===== src/rtl/wdt_pkg.sv =====
package wdt_pkg;

  typedef enum logic [1:0] {
    REG_CTRL = 2'd0,
    REG_KICK = 2'd1,
    REG_STAT = 2'd2
  } regSel_e;

  typedef struct packed {
    logic cntRun;
    logic cntClear;
  } cntStrobe_t;

  localparam int CTRL_EN_BIT  = 0;
  localparam int CTRL_PER_LSB = 1;

endpackage


===== src/rtl/wdt_counter.sv =====
module wdt_counter
  import wdt_pkg::*;
#(
  parameter int BASE_LOG2   = 16,
  parameter int PERIOD_BITS = 4
) (
  input  logic                   clk,
  input  logic                   rstN,
  input  cntStrobe_t             strobe,
  input  logic [PERIOD_BITS-1:0] periodSel,
  output logic                   expire
);

  localparam int MAXN = (1 << PERIOD_BITS) - 1;
  localparam int CW   = BASE_LOG2 + MAXN;

  logic [CW-1:0] count;
  logic [CW-1:0] limit;
  logic [CW-1:0] allOnes;
  logic [PERIOD_BITS-1:0] shiftAmt;

  always_comb begin
    allOnes  = '1;
    shiftAmt = PERIOD_BITS'(MAXN) - periodSel;
    limit    = allOnes >> shiftAmt;
    expire   = strobe.cntRun && (count == limit);
  end

  always_ff @(posedge clk or negedge rstN) begin
    if (!rstN) begin
      count <= '0;
    end else if (strobe.cntClear) begin
      count <= '0;
    end else if (strobe.cntRun) begin
      count <= count + 1'b1;
    end
  end

endmodule


===== src/rtl/wdt_ctrl.sv =====
module wdt_ctrl
  import wdt_pkg::*;
#(
  parameter int               PERIOD_BITS = 4,
  parameter int               DATA_W      = 16,
  parameter int               RST_PULSE   = 4,
  parameter logic [DATA_W-1:0] RESTART_KEY = 16'hC3A5
) (
  input  logic                   clk,
  input  logic                   rstN,
  input  logic                   wrEn,
  input  logic [1:0]             wrAddr,
  input  logic [DATA_W-1:0]      wrData,
  input  logic [1:0]             rdAddr,
  output logic [DATA_W-1:0]      rdData,
  input  logic                   expire,
  output cntStrobe_t             strobe,
  output logic [PERIOD_BITS-1:0] periodSel,
  output logic                   irqOut,
  output logic                   sysRstOut
);

  localparam int LOCK_BIT = CTRL_PER_LSB + PERIOD_BITS;
  localparam int PW       = $clog2(RST_PULSE + 1);

  logic          enable;
  logic          lock;
  logic          flag;
  logic [PW-1:0] pulseCnt;

  logic ctrlHit;
  logic kickHit;
  logic clearHit;

  always_comb begin
    ctrlHit  = wrEn && (wrAddr == REG_CTRL) && !lock;
    kickHit  = wrEn && (wrAddr == REG_KICK) && (wrData == RESTART_KEY);
    clearHit = wrEn && (wrAddr == REG_STAT) && wrData[0];
    strobe.cntRun   = enable;
    strobe.cntClear = !enable || expire || kickHit || clearHit;
  end

  always_ff @(posedge clk or negedge rstN) begin
    if (!rstN) begin
      enable    <= 1'b0;
      periodSel <= '0;
      lock      <= 1'b0;
      flag      <= 1'b0;
    end else if (expire) begin
      if (flag) begin
        enable    <= 1'b0;
        periodSel <= '0;
        lock      <= 1'b0;
        flag      <= 1'b0;
      end else begin
        flag <= 1'b1;
      end
    end else begin
      if (ctrlHit) begin
        enable    <= wrData[CTRL_EN_BIT];
        periodSel <= wrData[CTRL_PER_LSB +: PERIOD_BITS];
        lock      <= wrData[LOCK_BIT];
      end
      if (clearHit) begin
        flag <= 1'b0;
      end
    end
  end

  always_ff @(posedge clk or negedge rstN) begin
    if (!rstN) begin
      pulseCnt <= '0;
    end else if (expire && flag) begin
      pulseCnt <= PW'(RST_PULSE);
    end else if (pulseCnt != '0) begin
      pulseCnt <= pulseCnt - 1'b1;
    end
  end

  always_comb begin
    irqOut    = flag;
    sysRstOut = (pulseCnt != '0);
    rdData    = '0;
    case (rdAddr)
      REG_CTRL: begin
        rdData[CTRL_EN_BIT]                  = enable;
        rdData[CTRL_PER_LSB +: PERIOD_BITS]  = periodSel;
        rdData[LOCK_BIT]                     = lock;
      end
      REG_STAT: rdData[0] = flag;
      default:  rdData    = '0;
    endcase
  end

endmodule


===== src/rtl/wdt_top.sv =====
module wdt_top
  import wdt_pkg::*;
#(
  parameter int               BASE_LOG2   = 16,
  parameter int               PERIOD_BITS = 4,
  parameter int               DATA_W      = 16,
  parameter int               RST_PULSE   = 4,
  parameter logic [DATA_W-1:0] RESTART_KEY = 16'hC3A5
) (
  input  logic              clk,
  input  logic              rstN,
  input  logic              wrEn,
  input  logic [1:0]        wrAddr,
  input  logic [DATA_W-1:0] wrData,
  input  logic [1:0]        rdAddr,
  output logic [DATA_W-1:0] rdData,
  output logic              irqOut,
  output logic              sysRstOut
);

  cntStrobe_t             strobe;
  logic [PERIOD_BITS-1:0] periodSel;
  logic                   expire;

  wdt_ctrl #(
    .PERIOD_BITS(PERIOD_BITS),
    .DATA_W     (DATA_W),
    .RST_PULSE  (RST_PULSE),
    .RESTART_KEY(RESTART_KEY)
  ) u_ctrl (
    .clk      (clk),
    .rstN     (rstN),
    .wrEn     (wrEn),
    .wrAddr   (wrAddr),
    .wrData   (wrData),
    .rdAddr   (rdAddr),
    .rdData   (rdData),
    .expire   (expire),
    .strobe   (strobe),
    .periodSel(periodSel),
    .irqOut   (irqOut),
    .sysRstOut(sysRstOut)
  );

  wdt_counter #(
    .BASE_LOG2  (BASE_LOG2),
    .PERIOD_BITS(PERIOD_BITS)
  ) u_cnt (
    .clk      (clk),
    .rstN     (rstN),
    .strobe   (strobe),
    .periodSel(periodSel),
    .expire   (expire)
  );

endmodule


===== config.mk =====
export PLATFORM = sky130hd
export DESIGN_NAME = wdt_top
export DESIGN_NICKNAME = d
export VERILOG_FILES = /design/src/rtl/wdt_pkg.sv /design/src/rtl/wdt_counter.sv /design/src/rtl/wdt_ctrl.sv /design/src/rtl/wdt_top.sv
export SDC_FILE = /design/constraint.sdc
export NUM_CORES = 1
export LEC_CHECK = 0
export ABC_AREA = 1
export BUFFER_PORTS_ARGS = -buffer_cell sky130_fd_sc_hd__clkbuf_2
export CORE_MARGIN = 5
export CORE_UTILIZATION = 58
export CTS_CLUSTER_SIZE = 20
export DETAILED_ROUTE_END_ITERATION = 6
export HOLD_SLACK_MARGIN = 0.08
export PLACE_DENSITY = 0.81
export SYNTH_ARGS = -nofsm -noshare
export SYNTH_HDL_FRONTEND = slang
export SYNTH_SLANG_ARGS = --single-unit
export TNS_END_PERCENT = 100

===== constraint.sdc =====
create_clock -name clk -period 2.5 [get_ports clk]
set_clock_uncertainty 0.1 [all_clocks]
set_input_delay 0.5 -clock clk [delete_from_list [all_inputs] [get_ports clk]]
set_output_delay 0.5 -clock clk [all_outputs]
set_load 0.03 [all_outputs]

Word level (Yosys, flattened, before mapping)

Index checks and enable logic that the tools add are counted.

Bits in registers: 41
Input port bits: 23
Output and inout port bits: 18
Logic and storage cells: 54

Add/subtract/negate cells: 3
Eq/ne operators: 6
Shift-type cells: 1
Mux-type cells: 17
Reductions and logical operators: 21

Operator list:

| cell                                                                   | number |
|---|---|
| 31-bit 2-to-1 mux                                                      | 2 |
| 31-bit by 1-bit adder with 31-bit output (second input constant)       | 1 |
| 31-bit equality test                                                   | 1 |
| 31-bit by 4-bit >> shifter with 31-bit output (first input constant)   | 1 |
| 16-bit equality test (second input constant)                           | 1 |
| 4-bit 2-to-1 mux                                                       | 3 |
| 1-bit logical AND                                                      | 8 |
| 1-bit 2-to-1 mux                                                       | 8 |
| 2-bit nonzero test                                                     | 4 |
| 3-bit 2-to-1 mux                                                       | 2 |
| 5-bit 2-to-1 mux                                                       | 1 |
| 2-bit equality test (second input constant)                            | 2 |
| 2-bit zero test                                                        | 2 |
| 4-bit subtractor (first input constant)                                | 1 |
| 1-bit logical OR                                                       | 3 |
| 3-bit nonzero test                                                     | 1 |
| 3-bit by 1-bit subtractor with 3-bit output (second input constant)    | 1 |
| 2-bit by 1-bit equality test with 1-bit output (second input constant) | 1 |
| 1-bit zero test                                                        | 2 |
| 2-bit != test (second input constant)                                  | 1 |
| 1-bit one-hot mux with 2 select lines                                  | 1 |
| 2-bit AND reduction                                                    | 1 |

Logic depth before layout (Yosys ltp)

Depth after elaboration: 8
Mapped depth: 14
Mapped depth without buffers: 13

Modules after synthesis

Synthesis repeated with hierarchy kept, for this count alone.

Cell total of the unflattened synthesis: 448
Area, all modules: 3,017.9 sq um

By module, submodules not included:

| module      | instances | cells an instance | area each (sq um) | sequential area each (sq um) |
|---|---|---|---|---|
| wdt_counter | 1         | 350               | 2,259.7           | 775.7 |
| wdt_ctrl    | 1         | 98                | 758.2             | 250.2 |

Least setup slack after synthesis

No wires, ideal clock.

Kind: register to output
From: register u_ctrl.flag (netlist: u_ctrl.irqOut)
To: output rdData[0]
Data arrival time: 1.370 ns
Data required time: 1.900 ns
Slack: 0.530 ns
Stages on the path, launching flop included: 3
Buffers on the path: 0
Path through: dfrtp_1 inv_1 a211oi_1

Longest elaborated chain between the ends: 1

Ends and longest elaborated chain:

| what                                  | RTL line       | text |
|---|---|---|
| start, declared                       | wdt_ctrl.sv:28 | `logic flag;` |
| start signal, assigned                | wdt_ctrl.sv:48 | `flag <= 1'b0;` |
| start signal, assigned                | wdt_ctrl.sv:54 | `flag <= 1'b0;` |
| start signal, assigned                | wdt_ctrl.sv:56 | `flag <= 1'b1;` |
| 1-bit one-hot mux with 2 select lines | wdt_ctrl.sv:84 | `case (rdAddr)` |
| end, declared                         | wdt_top.sv:16  | `output logic [DATA_W-1:0] rdData,` |

No other way between the ends.

Worst setup path in the final report

From: register u_ctrl.periodSel[3]
To: register u_cnt.count[18]

Longest elaborated chain between the ends: 8
Elaborated cells between the ends (all ways): 9
Classes of those cells: add/sub (1); eq/ne (1); shift (1); mux (1); reduce/logical (5)

Ends and longest elaborated chain:

| what                                                           | RTL line          | text |
|---|---|---|
| start, declared                                                | wdt_ctrl.sv:18    | `output logic [PERIOD_BITS-1:0] periodSel,` |
| start signal, assigned                                         | wdt_ctrl.sv:61    | `periodSel <= wrData[CTRL_PER_LSB +: PERIOD_BITS];` |
| 4-bit subtractor (*)                                           | wdt_counter.sv:24 | `shiftAmt = PERIOD_BITS'(MAXN) - periodSel;` |
| 31-bit by 4-bit >> shifter with 31-bit output (*)              | wdt_counter.sv:25 | `limit = allOnes >> shiftAmt;` |
| 31-bit equality test (*)                                       | wdt_counter.sv:26 | `expire = strobe.cntRun && (count == limit);` |
| 1-bit logical AND (*)                                          | wdt_counter.sv:26 |  |
| 1-bit logical OR (*) (3 in series)                             | wdt_ctrl.sv:40    | `strobe.cntClear = !enable \|\| expire \|\| kickHit \|\| clearHit;` |
| 31-bit 2-to-1 mux / 2-bit nonzero test (equally long branches) | n/a               |  |
| end signal, assigned                                           | wdt_counter.sv:35 | `count <= count + 1'b1;` |
| end, declared                                                  | wdt_counter.sv:17 | `logic [CW-1:0] count;` |

Every way passes the cells marked *; elsewhere a longest branch is shown, timed or not.
A chain may end at the register's enable or synchronous reset.

==> results_dict.tcl <==
set metrics [dict create \
    place.gp.congestion 0.954 \
    startpoint "u_ctrl.periodSel[3]" \
    cellLeakagePower_nw 1.41 \
    slowest_delay_ns 0.59 \
    hold_viol 0 \
    path_class "register to register" \
    muxShareOfSynthArea 0 \
    synth-simple-area-share 0.396 \
    rows 25 \
    crit_end "u_cnt.count[18]" \
    grt_pass1_vias 2379 \
    drtAntennaViolNets 0 \
    synth_seq_area_share 0.364 \
    hpwl_um 4900 \
    slew_headroom 0.589 \
    end_kind "register" \
    finalCritPeriodShare 0.847 \
    max_cap_violations 0 \
    synthArstFlopShare 1.00 \
    placeableCoreArea_um2 4720 \
    clock-sinks 41 \
    path_buf_inv 2 \
    grt_max_degree 32 \
    vias 2594 \
    cts_setup_buffers 0 \
    die_h_um 79.7 \
    cp_max_fo 31 \
    grtUsageTotal 0.215 \
    tightest_slew_ns 0.612 \
    ios 41 \
    rr_worst_depth 12 \
    synthXorXnorAreaFrac 0.0746 \
    critical_path.slowest_cell "dfrtp_1" \
    clk_latency_ns 0.29 \
    cts_buffer_depth 2 \
    cp.depth 12 \
    status "complete, no violations" \
    clk_pin_slew_ns 0.08 \
    fin_tns_setup_ns 0 \
    setup_viol 0 \
    crit_chain "inv_1, nand2_1, nand2_1, nand2_1, nand2_1, nor2_1, nand2_1, nor2_2, nand2_1, o211ai_2, buf_12, nor2_1" \
    crit_top_cell "nand2_1" \
    hold_path_class "primary input to register" \
    overflow 0 \
    crit_family "simple AND/OR/NAND/NOR gates" \
    maxSlewViolCount 0 \
    n_antenna_cell 0 \
    ctsResizeCount 0 \
    crit_path_start_kind "register" \
    drt_iter0_markers 246 \
    synth_fa_ha_area_frac 0.0133 \
    wl_um 6290 \
    avgSynthCellArea_um2 7.11 \
    crit_required_ns 2.57 \
    port_buffers 30 \
    synth_area_um2 2820 \
    rsz0062_at_grt "false" \
    r2r_start "u_ctrl.periodSel[3]" \
    antenna_found_initial 0 \
    cts-root-buf "clkbuf_8" \
    synth-edff-count 0 \
    synth_seq_cells 41 \
    die_area_um2 6350 \
    synth_top_family_by_area "simple AND/OR/NAND/NOR gates" \
    rr_endpoint "u_cnt.count[18]" \
    ir_drop_mv 0.364 \
    numCtsBuffers 5 \
    drive_above_1_share 0.160 \
    final_core_util 0.657 \
    synthFlopType "dfrtp_1" \
    postSynthCellCount 396 \
    dr.pass1.iters 5 \
    avgRoutedWirePerCell_um 12.6 \
    synth_compound_area_frac 0.0386 \
    nets 456 \
    cts_tree "done" \
    start_util 0.596 \
    vias_per_cell 5.21 \
    cp.arrival_ns 2.19 \
    die_w_um 79.7 \
    htreeDepth 2 \
    area_growth_pct 10.2 \
    ys_types 31 \
    fmax_mhz 472 \
    synth_warnings 0 \
    cellPowerDensity_nw_per_um2 387 \
    postCtsHoldBufs 1 \
    ff2ff_setup_slack_ns 0.38 \
    grt_pass1_wl_um 10800 \
    drc 0 \
    post-route-min-period_ns 2.12 \
]
[stage by stage]
step	setup slack [ns]	power (W)	hold slack [ns]	instance area, µm²	instances
floorplan	0.530	0.000718	0.104	2850	405
global placement	0.442	0.000742	0.196	2990	489
detailed placement	0.426	0.000743	0.195	2990	489
CTS	0.403	0.00122	0.316	3100	498
global route	0.131	0.00125	0.333	3100	498
finish	0.383	0.00120	0.323	3100	498
[cells in the mapped netlist (3+ instances only)]
library cell | count | area, µm²
buf_4 | 11 | 82.6
buf_6 | 3 | 33.8
dfrtp_1 | 41 | 1030
ha_1 | 3 | 37.5
inv_1 | 50 | 188
nand2_1 | 95 | 357
nand2_2 | 4 | 25.0
nand3_1 | 33 | 165
nand4_1 | 7 | 43.8
nor2_1 | 52 | 195
nor2_2 | 14 | 87.6
nor2_4 | 3 | 33.8
nor3_1 | 21 | 105
nor4_1 | 5 | 31.3
o21ai_0 | 11 | 55.1
xnor2_1 | 5 | 43.8
xor2_1 | 19 | 166
[state kept, by name (all words and copies together), names as in the netlist]
| signal | count |
|---|---|
| u_cnt.count | 31 |
| u_ctrl.enable | 1 |
| u_ctrl.irqOut | 1 |
| u_ctrl.lock | 1 |
| u_ctrl.periodSel | 4 |
| u_ctrl.pulseCnt | 3 |
[cells by family after synthesis]
group / count (synthesis)
xor+xnor: 24
fa+ha+maj: 3
flops: 41
other cells: 1
compound gates: 19
buf+inv: 66
simple gates: 242
[cell type report]
cell class,instances,area [µm²]
Sequential cell,41,1030
Multi-Input combinational cell,298,1510
Clock buffer,7,96.3
Clock inverter,1,5.00
Timing Repair Buffer,34,195
Inverter,50,188
Fill cell,410,1620
Tap cell,67,83.8
[where the power goes]
group          switching, W  total (W)  internal (W)
Sequential                0   0.000663      0.000663
Combinational     0.0000482  0.0000677     0.0000195
Clock              0.000223   0.000472      0.000249
[worst register-to-register path, cell delays in order, from the launching register on]
cell	delay (ns)
dfrtp_1	0.59
inv_1	0.21
nand2_1	0.15
nand2_1	0.06
nand2_1	0.05
nand2_1	0.05
nor2_1	0.10
nand2_1	0.07
nor2_2	0.13
nand2_1	0.10
o211ai_2	0.09
buf_12	0.22
nor2_1	0.09
[metal layers]
layer / global-route usage / up-vias / share of wire
met5: 0 / - / 0
met4: 0.0636 / 0 / 0.015
met3: 0.0350 / 13 / 0.063
met2: 0.350 / 84 / 0.48
met1: 0.295 / 1196 / 0.44
li1: - / 1301 / -
[placed cells by master (no fill, tap or decap), drive strengths merged, types with 5 or more instances in the layout]
master / n
nand2: 100
nor2: 69
inv: 50
dfrtp: 41
clkbuf: 37
nand3: 35
nor3: 21
xor2: 19
o21ai: 13
conb: 10
nand4: 8
nor4: 5
xnor2: 5
[worst min path at each step]
stage / start / end / slack [ns] / depth (start not counted)
finish: wrData[3] / u_ctrl.periodSel[2] / 0.32 / 3
floorplan: rstN / u_cnt.count[0] / 0.10 / 0
global placement: rstN / u_ctrl.pulseCnt[0] / 0.20 / 1
detailed placement: rstN / u_ctrl.pulseCnt[0] / 0.19 / 1
global route: wrData[2] / u_ctrl.periodSel[1] / 0.33 / 3
CTS: wrData[3] / u_ctrl.periodSel[2] / 0.32 / 3
No activity file was read; power rests on OpenSTA's default activity.
